File: src/rtl/clksel_pkg.sv
`timescale 1ns/1ps
package clksel_pkg;
    localparam int VCODE_W = 4;
    localparam int SET_W   = 6;
    localparam int SRC_W   = 2;
    localparam int MEM_W   = 2;
    localparam int ENTRY_W = SRC_W + SET_W;

    typedef enum logic [SRC_W-1:0] {
        SRC_PLL  = 2'b00,
        SRC_EXT  = 2'b01,
        SRC_XTAL = 2'b10,
        SRC_RSV  = 2'b11
    } src_e;

    typedef struct packed {
        src_e               src;
        logic [SET_W-1:0]   setting;
    } entry_t;

    // Reset content of one table entry
    function automatic entry_t default_entry(input int idx, input int depth);
        entry_t e;
        e.setting = SET_W'(3 * idx + 1);
        if (idx == depth - 2)      e.src = SRC_EXT;
        else if (idx == depth - 1) e.src = SRC_XTAL;
        else                       e.src = SRC_PLL;
        return e;
    endfunction
endpackage

File: src/rtl/clksel_sync.sv
`timescale 1ns/1ps
module clksel_sync #(
    parameter int WIDTH = 1
) (
    input  logic             clk,
    input  logic             rst_n,
    input  logic [WIDTH-1:0] din,
    output logic [WIDTH-1:0] dout
);
    typedef struct packed {
        logic [WIDTH-1:0] s1;
        logic [WIDTH-1:0] s2;
    } sync_t;

    sync_t st_d, st_q;

    always_comb begin
        st_d    = st_q;
        st_d.s1 = din;
        st_d.s2 = st_q.s1;
    end

    always_ff @(posedge clk or negedge rst_n) begin
        if (!rst_n) st_q <= '0;
        else        st_q <= st_d;
    end

    assign dout = st_q.s2;
endmodule

File: src/rtl/clksel_table.sv
`timescale 1ns/1ps
module clksel_table
    import clksel_pkg::*;
#(
    parameter int ADDR_W = VCODE_W
) (
    input  logic              clk,
    input  logic              rst_n,
    input  logic              wr_en,
    input  logic [ADDR_W-1:0] wr_addr,
    input  entry_t            wr_data,
    input  logic [ADDR_W-1:0] rd_addr,
    output entry_t            rd_entry
);
    localparam int DEPTH = 1 << ADDR_W;

    entry_t ent_d [DEPTH];
    entry_t ent_q [DEPTH];

    always_comb begin
        for (int i = 0; i < DEPTH; i++) ent_d[i] = ent_q[i];
        if (wr_en) ent_d[wr_addr] = wr_data;
    end

    always_ff @(posedge clk or negedge rst_n) begin
        if (!rst_n) begin
            for (int i = 0; i < DEPTH; i++) ent_q[i] <= default_entry(i, DEPTH);
        end else begin
            for (int i = 0; i < DEPTH; i++) ent_q[i] <= ent_d[i];
        end
    end

    assign rd_entry = ent_q[rd_addr];
endmodule

File: src/rtl/clksel_vmux.sv
`timescale 1ns/1ps
module clksel_vmux
    import clksel_pkg::*;
(
    input  src_e             src,
    input  logic             pll_clk,
    input  logic             ext_clk,
    input  logic             xtal_clk,
    output logic             vclk,
    output logic [SRC_W-1:0] sel
);
    always_comb begin
        unique case (src)
            SRC_EXT: begin
                sel  = SRC_EXT;
                vclk = ext_clk;
            end
            SRC_XTAL: begin
                sel  = SRC_XTAL;
                vclk = xtal_clk;
            end
            default: begin
                // reserved code falls back to the PLL
                sel  = SRC_PLL;
                vclk = pll_clk;
            end
        endcase
    end
endmodule

File: src/rtl/clksel_ctrl.sv
`timescale 1ns/1ps
module clksel_ctrl
    import clksel_pkg::*;
#(
    parameter int CODE_W = VCODE_W,
    parameter int MSEL_W = MEM_W
) (
    input  logic                clk,
    input  logic                rst_n,
    input  logic [CODE_W-1:0]   vsel_pin,
    input  logic                strobe_pin,
    input  logic [MSEL_W-1:0]   msel_pin,
    input  logic                wr_en,
    input  logic [CODE_W-1:0]   wr_addr,
    input  logic [ENTRY_W-1:0]  wr_data,
    input  logic                pll_clk,
    input  logic                ext_clk,
    input  logic                xtal_clk,
    output logic                vclk_out,
    output logic [SRC_W-1:0]    vsrc_sel,
    output logic [SET_W-1:0]    pll_setting,
    output logic [MSEL_W-1:0]   mem_setting
);
    localparam int MEM_DEPTH = 1 << MSEL_W;
    localparam int MEM_OFS   = 2;

    logic [CODE_W-1:0] vsel_s;
    logic              strobe_s;
    logic [MSEL_W-1:0] msel_s;

    clksel_sync #(.WIDTH(CODE_W)) u_vsync (
        .clk(clk), .rst_n(rst_n), .din(vsel_pin), .dout(vsel_s)
    );
    clksel_sync #(.WIDTH(1)) u_ssync (
        .clk(clk), .rst_n(rst_n), .din(strobe_pin), .dout(strobe_s)
    );
    clksel_sync #(.WIDTH(MSEL_W)) u_msync (
        .clk(clk), .rst_n(rst_n), .din(msel_pin), .dout(msel_s)
    );

    // Strobe-gated code holder, cleared by power-on reset
    typedef struct packed {
        logic [CODE_W-1:0] held;
    } ctl_t;

    ctl_t ctl_d, ctl_q;

    always_comb begin
        ctl_d = ctl_q;
        if (strobe_s) ctl_d.held = vsel_s;
    end

    always_ff @(posedge clk or negedge rst_n) begin
        if (!rst_n) ctl_q <= '0;
        else        ctl_q <= ctl_d;
    end

    logic [CODE_W-1:0] held_q;
    assign held_q = ctl_q.held;

    entry_t cur_entry;

    clksel_table #(.ADDR_W(CODE_W)) u_table (
        .clk      (clk),
        .rst_n    (rst_n),
        .wr_en    (wr_en),
        .wr_addr  (wr_addr),
        .wr_data  (entry_t'(wr_data)),
        .rd_addr  (held_q),
        .rd_entry (cur_entry)
    );

    clksel_vmux u_vmux (
        .src      (cur_entry.src),
        .pll_clk  (pll_clk),
        .ext_clk  (ext_clk),
        .xtal_clk (xtal_clk),
        .vclk     (vclk_out),
        .sel      (vsrc_sel)
    );

    assign pll_setting = cur_entry.setting;

    // Fixed memory setting table, offset mapping
    logic [MSEL_W-1:0] mem_lut [MEM_DEPTH];
    for (genvar g = 0; g < MEM_DEPTH; g++) begin : g_memlut
        assign mem_lut[g] = MSEL_W'(g + MEM_OFS);
    end

    assign mem_setting = mem_lut[msel_s];
endmodule

File: config.mk
export PLATFORM = sky130hd
export DESIGN_NAME = clksel_ctrl
export DESIGN_NICKNAME = d
export VERILOG_FILES = /design/src/rtl/clksel_pkg.sv /design/src/rtl/clksel_sync.sv /design/src/rtl/clksel_table.sv /design/src/rtl/clksel_vmux.sv /design/src/rtl/clksel_ctrl.sv
export SDC_FILE = /design/constraint.sdc
export NUM_CORES = 1
export LEC_CHECK = 0
export BUFFER_PORTS_ARGS = -buffer_cell sky130_fd_sc_hd__buf_4
export CAP_MARGIN = 10
export CORE_MARGIN = 10
export CORE_UTILIZATION = 50
export DETAILED_ROUTE_END_ITERATION = 8
export HOLD_SLACK_MARGIN = 0.03
export PLACE_DENSITY_LB_ADDON = 0.05
export SYNTH_ARGS = -nofsm -noshare
export SYNTH_HDL_FRONTEND = slang
export SYNTH_HIERARCHICAL = 1
export SYNTH_SLANG_ARGS = --single-unit
File: constraint.sdc
create_clock -name clk -period 2.5 [get_ports clk]
set_clock_uncertainty 0.1 [all_clocks]
set_input_delay 0.25 -clock clk [delete_from_list [all_inputs] [get_ports clk]]
set_output_delay 0.25 -clock clk [all_outputs]
set_load 0.01 [all_outputs]
; ---- After elaboration in Yosys (flattened, before gate mapping)
; Cells that the tools add are included.
[totals]
reg_bits = 146
latch_bits = 0
ram_bits = 0
mem_bits_ro = 0
input_bits = 25
output_inout_bits = 11
elab_cells = 60
n_memories = 0
[op_classes]
n_addsub = 0
multipliers = 0
div_mod_pow = 0
n_lt_le_gt_ge = 4
n_eq_ne = 2
shift = 0
n_mux = 11
bitwise = 3
reduce_logical = 1
[op_table]
columns = operator, n
row1 = $bwmux 128, 1
row2 = $bmux 8 s4, 1
row3 = $demux 8 s4, 1
row4 = $mux 8, 3
row5 = $ge 5x5->1 const B, 2
row6 = $not 4->5, 2
row7 = $lt 5x1->1 const B, 1
row8 = $bmux 2 s2, 1
row9 = $mux 2, 2
row10 = $pmux 2 s2, 1
row11 = $ge 3x3->1 const B, 1
row12 = $not 2->3, 1
row13 = $eq 2x1->1 const B, 1
row14 = $eq 2x2->1 const B, 1
row15 = $pmux 1 s2, 1
row16 = $logic_and 1x1->1, 1

; ---- Depth between registers and ports, before layout
; Gate-level depths: netlist of run 1.
[logic_depth]
ltp_word = 6
mapped_depth = 9
depth_no_buf = 7

; ---- Hierarchy
; The synthesis of run 1 kept the hierarchy.
[modules_own_cells]
columns = mod, n_inst, cells_per_inst, area_each_um2, seq_area_each_um2
row1 = clksel_table, 1, 365, 5972.0, 3259.4
row2 = clksel_sync (u_vsync), 1, 8, 200.2, 200.2
row3 = clksel_ctrl, 1, 9, 148.9, 100.1
row4 = clksel_sync (u_msync), 1, 4, 100.1, 100.1
row5 = clksel_vmux, 1, 9, 73.8, 0.0
row6 = clksel_sync (u_ssync), 1, 2, 50.0, 50.0

; ---- Worst setup path before layout of run 1
; OpenSTA, ideal clock, no wires.
[synth_timing]
kind = register to output
startpoint = reg ctl_q[0] in the netlist's numbering
endpoint = out vclk_out
t_arrival_ps = 2097
t_required_ps = 2150
setup_slack_ps = 53
path_stages_with_launch = 9
n_path_buf = 2
path_cell_list = dfrtp_1 -> buf_2 -> buf_2 -> mux4_2 -> a22oi_1 -> nand2_1 -> inv_1 -> ha_1 -> o21ai_1
[synth_lines]
columns = item, line
row1 = from (decl), clksel_ctrl.sv:46  ; ctl_t ctl_d, ctl_q;
row2 = from (signal assigned), clksel_ctrl.sv:55  ; else ctl_q <= ctl_d;
row3 = to (decl), clksel_ctrl.sv:19  ; output logic vclk_out,

==> flow_summary.toml, run 1 <==
[final_layout]
final_net_count = 493
antenna_cells = 0
drive_above_1_share = 0.723
areaGrowthSynthToFinish_pct = 22.2

[sta]
slew_headroom = 0.405
finalHoldViolCount = 0
setup_slack_ns = -0.303
layout_min_cycle_time_ns = 2.80
rsz0062_at_grt = "yes"
report.final.slew_viol_count = 0
fmax_mhz = 357
post-route-period-util = 1.12
hold_slack_ns = 0.102
tns_ns = -1.07
worstMarginPinSlew_ns = 0.885
finalSetupViolCount = 6

[logic_synthesis]
syn_area_per_cell_sq_um = 16.5
yosysWarnings = 6
yosysTopAreaCellShare = 0.386
synth_enable_flop_cells = 0
synth.area.top_cells = "dfrtp_1, mux2_2, dfstp_2, mux4_2, a22oi_1"
syn_inst = 397
yosysSeqAreaShare = 0.567
ys.flop_type = "dfrtp_1"
synthesis.area_sq_um = 6550
synth_cell_types = 28
yosys-top-cells-count = "mux2_2, dfrtp_1, dfstp_2, mux4_2, a22oi_1"
synthArstFlopShare = 1.00
yosys.area.top_type = "dfrtp_1"
synth_top_family_by_area = "multiplexers"
muxShareOfSynthArea = 0.342
yosysMostFrequentCell = "mux2_2"
synth_fa_ha_area_frac = 0.00765
yosys.area_share.simple = 0.0434
ys_ff_latch = 146
synth_compound_area_frac = 0.0203
syn-num-nets = 426
synth-xor-area-share = 0

[critical_path]
critPathCaptureType = "output pin"
worstPathRequired_ns = 2.15
slowest_delay_ns = 0.50
cp_cell_sequence = "buf_12 -> mux4_2 -> a22oi_2 -> nand2_2 -> inv_2 -> ha_4 -> o21ai_2 -> buf_6"
cp-start-kind = "flip-flop"
cp.arrival_ns = 2.45
crit_path_start = "ctl_q[0]"
cp_slowest_cell = "dfrtp_4"
crit_fanout = 6
path_class = "flip-flop to output pin"
r2r_start = "ctl_q[0]"

[global_route]
grt_max_degree = 56
grt_pass1_vias = 4009
grt_pass1_wl_um = 23300
antenna_found_initial = 0
grt.total_usage = 0.170
overflow = 0

[power]
leakage_nw = 3.35
p_switching_mw = 1.87
peakVddDrop_mv = 0.536
sw_frac_of_total = 0.258
powerDensity_nw_per_um2 = 905
clock_power_share = 0.333
combPwrFrac = 0.219
seq_power_share = 0.448
totalPowerFinal_mw = 7.24
internal_power_mw = 5.37

[route]
drt_first_pass_iters = 4
num_vias = 3701
drt-vias-per-instance = 5.70
wire_per_inst_um = 22.8
final_antenna_net_count = 0
drc = 0
first_iter_violations = 236
routed_wl_um = 14800

[die]
die_w_um = 134
coreArea_sq_um = 12700
start_util = 0.514
dieHeight_um = 134
io_pins = 36
row_count = 41
die-area_sq_um = 18100

[status]
violations = "negative setup slack"
status = "finished with violations"

[run]
maxCapViolCount = 0

[clock_network]
clockBufferDepth = 2
htree_num_levels = 4
root_buffer = "clkbuf_16"
clkTransAtPathRegs_ns = 0.06
cts_buffers = 17
clk_latency_ns = 0.43
cts_tree = "done"
cts_sinks = 146

[min_path]
hold_start = "wr_data[6]"
hp-class = "input pin to flip-flop"

[placement]
dpl.hpwl_um = 9590
portBuffers = 35
gp_congestion = 0.761
path summary, 6_finish.rpt:
path | endpoint | slack, ns | cells after the start
max | vclk_out | -0.30 | 8
min in group asynchronous | u_table/ent_q[100] | 0.27 | 2
max reg2reg | ctl_q[0] | 1.16 | 3
max in group asynchronous | u_table/ent_q[11] | 1.24 | 3
min | u_table/ent_q[110] | 0.10 | 2
min reg2reg | u_vsync/dout[0] | 0.25 | 0
flip-flops by register name, summed over array words and instances (netlist names):
| name | flops |
|---|---|
| u_vsync/dout | 4 |
| u_msync/st_d | 2 |
| u_table/ent_q | 128 |
| u_vsync/st_d | 4 |
| u_ssync/st_d | 1 |
| u_msync/dout | 2 |
| u_ssync/dout | 1 |
| ctl_q | 4 |
power groups by stage:
stage / registers [mW] / clock network [mW] / logic [mW]
after floorplan: 3.17 / 0 / 0.978
after detailed placement: 3.28 / 0 / 1.34
after global placement: 3.26 / 0 / 1.31
after CTS: 3.24 / 2.45 / 1.47
after global routing: 3.31 / 2.55 / 1.70
final: 3.24 / 2.41 / 1.58
critical path, delay by kind of cell (launching register included):
family | cells | cell delay [ns]
buffers and inverters | 3 | 0.38
DFF | 1 | 0.50
and+or+nand+nor | 1 | 0.12
AOI/OAI and AO/OA | 2 | 0.39
muxes | 1 | 0.43
adders and majority gates | 1 | 0.21
through the flow:
| step | instances | instance area [sq um] | worst slack, ns | utilization |
|---|---|---|---|---|
| finish | 649 | 8000 | -0.303 | 0.629 |
| global route | 649 | 8000 | -0.396 | 0.629 |
| CTS | 645 | 7850 | -0.233 | 0.617 |
| detailed placement | 598 | 7060 | 0.0479 | 0.555 |
| global placement | 598 | 7060 | 0.0712 | 0.555 |
| floorplan | 397 | 6550 | 0.0526 | - |
layout make-up:
| type | instances | area, sq um |
|---|---|---|
| fill | 985 | 4720 |
| clock buffer | 20 | 457 |
| clock inverter | 12 | 104 |
| multi-input combinational | 224 | 2830 |
| timing repair buffer | 72 | 672 |
| inverter | 3 | 11.3 |
| tap | 172 | 215 |
| sequential | 146 | 3710 |
metal layers:
layer  track usage  share of wire  wire length [um]
met5             0              0                 0
met4        0.0562         0.0076               113
met3        0.0418          0.037               547
met2         0.279           0.51              7600
met1         0.216           0.44              6520
cell families (layout without fill, tap and decap cells):
kind of cell,count (synthesis),count (layout)
muxes,164,164
AOI/OAI and AO/OA,18,18
adders and majority gates,4,4
DFF,146,146
and+or+nand+nor,38,38
buffers and inverters,27,107
cells in the final DEF, fill, tap and decap left out, types with 6 or more instances in the layout:
cell / instances
dlygate4sd3_1: 8
nand2_1: 6
mux2_2: 124
mux4_2: 32
a22oi_1: 6
clkinv_2: 6
buf_4: 48
a22oi_2: 11
mux2_4: 8
clkbuf_16: 18
buf_6: 11
dfrtp_1: 100
nor2_2: 6
dfstp_2: 45
what timing repair did:
item | in CTS | in global routing
pin swaps | 10 | 10
setup endpoints to repair | 9 | 9
cloned | 0 | 1
endpoints found under the hold margin | 46 | 0
resized for setup | 19 | 26
hold buffers | 8 | 0
setup buffers | 7 | 5
Note: power is estimated with default switching activity, not from simulation.
==> inputs of run 2 (changes only) <==
PLACE_DENSITY = 0.77   (was not set)
PLACE_DENSITY_LB_ADDON = not set   (was 0.05)
==> run 2 against run 1 <==
Net effect: the flow still finishes with violations (negative setup slack); non-clock buffer count decreased by 3; die area stayed put; critical endpoint unchanged; largest power group unchanged; clock-buffer cell count up 7; clock power rose by 4%; final area is 0.33% lower; maximum frequency down 2.4%; register-to-register slack got worse by 0.09 ns; sequential share of layout area rose by 0.12 points.
==> flow_summary.toml, run 2 (same netlist as run 1, synthesis figures left out) <==
[placement]
portBuffers = 35
gp_congestion = 0.800
dpl.hpwl_um = 9390

[final_layout]
final_net_count = 490
drive_above_1_share = 0.705
antenna_cells = 0
nFillCells = 956
final_util = 0.627
areaGrowthSynthToFinish_pct = 21.8
layout_common_cells = "mux2_2, dfrtp_1, buf_4"
final_common_cell = "mux2_2"
largest_register_ffs = 128
largest-register = "u_table/ent_q"

[sta]
post-route-period-util = 1.15
hold_slack_ns = 0.111
slew_headroom = 0.601
worstMarginPinSlew_ns = 0.598
rsz0062_at_grt = "yes"
layout_min_cycle_time_ns = 2.87
setup_slack_ns = -0.371
fmax_mhz = 348
finalHoldViolCount = 0
finalSetupViolCount = 9
report.final.slew_viol_count = 0

[die]
die-area_sq_um = 18100
dieHeight_um = 134
row_count = 41
io_pins = 36
start_util = 0.514
die_w_um = 134
coreArea_sq_um = 12700

[route]
drt_first_pass_iters = 6
drc = 0
wire_per_inst_um = 22.2
first_iter_violations = 299
final_antenna_net_count = 0
routed_wl_um = 14400
num_vias = 3685
drt-vias-per-instance = 5.70

[power]
peakVddDrop_mv = 0.622
combPwrFrac = 0.213
p_switching_mw = 1.78
powerDensity_nw_per_um2 = 917
seq_power_share = 0.445
sw_frac_of_total = 0.243
clock_power_share = 0.342
leakage_nw = 3.34
internal_power_mw = 5.53

[critical_path]
cp.arrival_ns = 2.52
crit_fanout = 7
crit_path_start = "ctl_q[0]"
rr_worst_depth = 4
critPathCaptureType = "output pin"
r2r_start = "ctl_q[0]"
path_class = "flip-flop to output pin"
cp-start-kind = "flip-flop"
worstPathRequired_ns = 2.15

[global_route]
antenna_found_initial = 0
overflow = 0
grt_pass1_wl_um = 23200
grt.total_usage = 0.167
grt_max_degree = 54
grt_pass1_vias = 4263

[min_path]
hold_start = "wr_data[7]"
hp-class = "input pin to flip-flop"
hold_depth = 2

[status]
violations = "negative setup slack"
status = "finished with violations"

[clock_network]
htree_num_levels = 4
root_buffer = "clkbuf_16"
clk_latency_ns = 0.41
cts_tree = "done"
cts_sinks = 146
cts_buffers = 17
clockBufferDepth = 2
clkTransAtPathRegs_ns = 0.06

[run]
maxCapViolCount = 0
## run 2: what timing repair did
action	in CTS	in global routing
hold buffers	8	0
cloned	0	0
endpoints found under the hold margin	52	0
pin swaps	10	5
setup buffers	4	2
resized for setup	23	12
setup endpoints to repair	9	9
## run 2: routing by layer
metal | track usage | wire length, um
met2 | 0.280 | 7500
met4 | 0.0496 | 146
met1 | 0.197 | 5960
met5 | 0 | 0
met3 | 0.0575 | 763
## run 2: layout make-up
type                       count  area, sq um  area share
multi-input combinational    224         2810       0.352
inverter                       3         11.3     0.00141
sequential                   146         3710       0.465
tap                          172          215      0.0270
clock inverter                 5         75.1     0.00941
clock buffer                  27          513      0.0643
timing repair buffer          69          638      0.0800
## run 2: power by group through the flow
stage	registers (mW)	clock network, mW	logic [mW]
after floorplan	3.17	0	0.978
after global placement	3.24	0	1.32
after detailed placement	3.28	0	1.38
after CTS	3.25	2.54	1.49
after global routing	3.31	2.65	1.68
final	3.25	2.50	1.56
## run 2: critical path, stage by stage, from the launching register on
cell and delay (ns):
dfrtp_2 0.49, buf_6 0.16, mux4_2 0.51, a22oi_2 0.20
nand2_2 0.13, inv_2 0.10, ha_4 0.21, o21ai_2 0.18
buf_6 0.13
## run 2: final timing paths
path	to	slack, ns
max in group asynchronous	u_table/ent_q[9]	1.37
min reg2reg	u_msync/dout[0]	0.25
max reg2reg	ctl_q[0]	1.07
max	vclk_out	-0.37
min	u_table/ent_q[127]	0.11
min in group asynchronous	u_table/ent_q[125]	0.25
## run 2: stage by stage
step / total power, mW / setup WS [ns] / std cells / setup TNS (ns) / cell area (sq um)
after global placement: 4.57 / 0.00458 / 600 / 0 / 7110
final: 7.31 / -0.371 / 646 / -1.74 / 7970
after CTS: 7.28 / -0.287 / 644 / -1.63 / 7900
after global routing: 7.65 / -0.475 / 646 / -2.77 / 7970
after floorplan: 4.15 / 0.0526 / 397 / 0 / 6550
after detailed placement: 4.66 / -0.0293 / 600 / -0.0293 / 7110
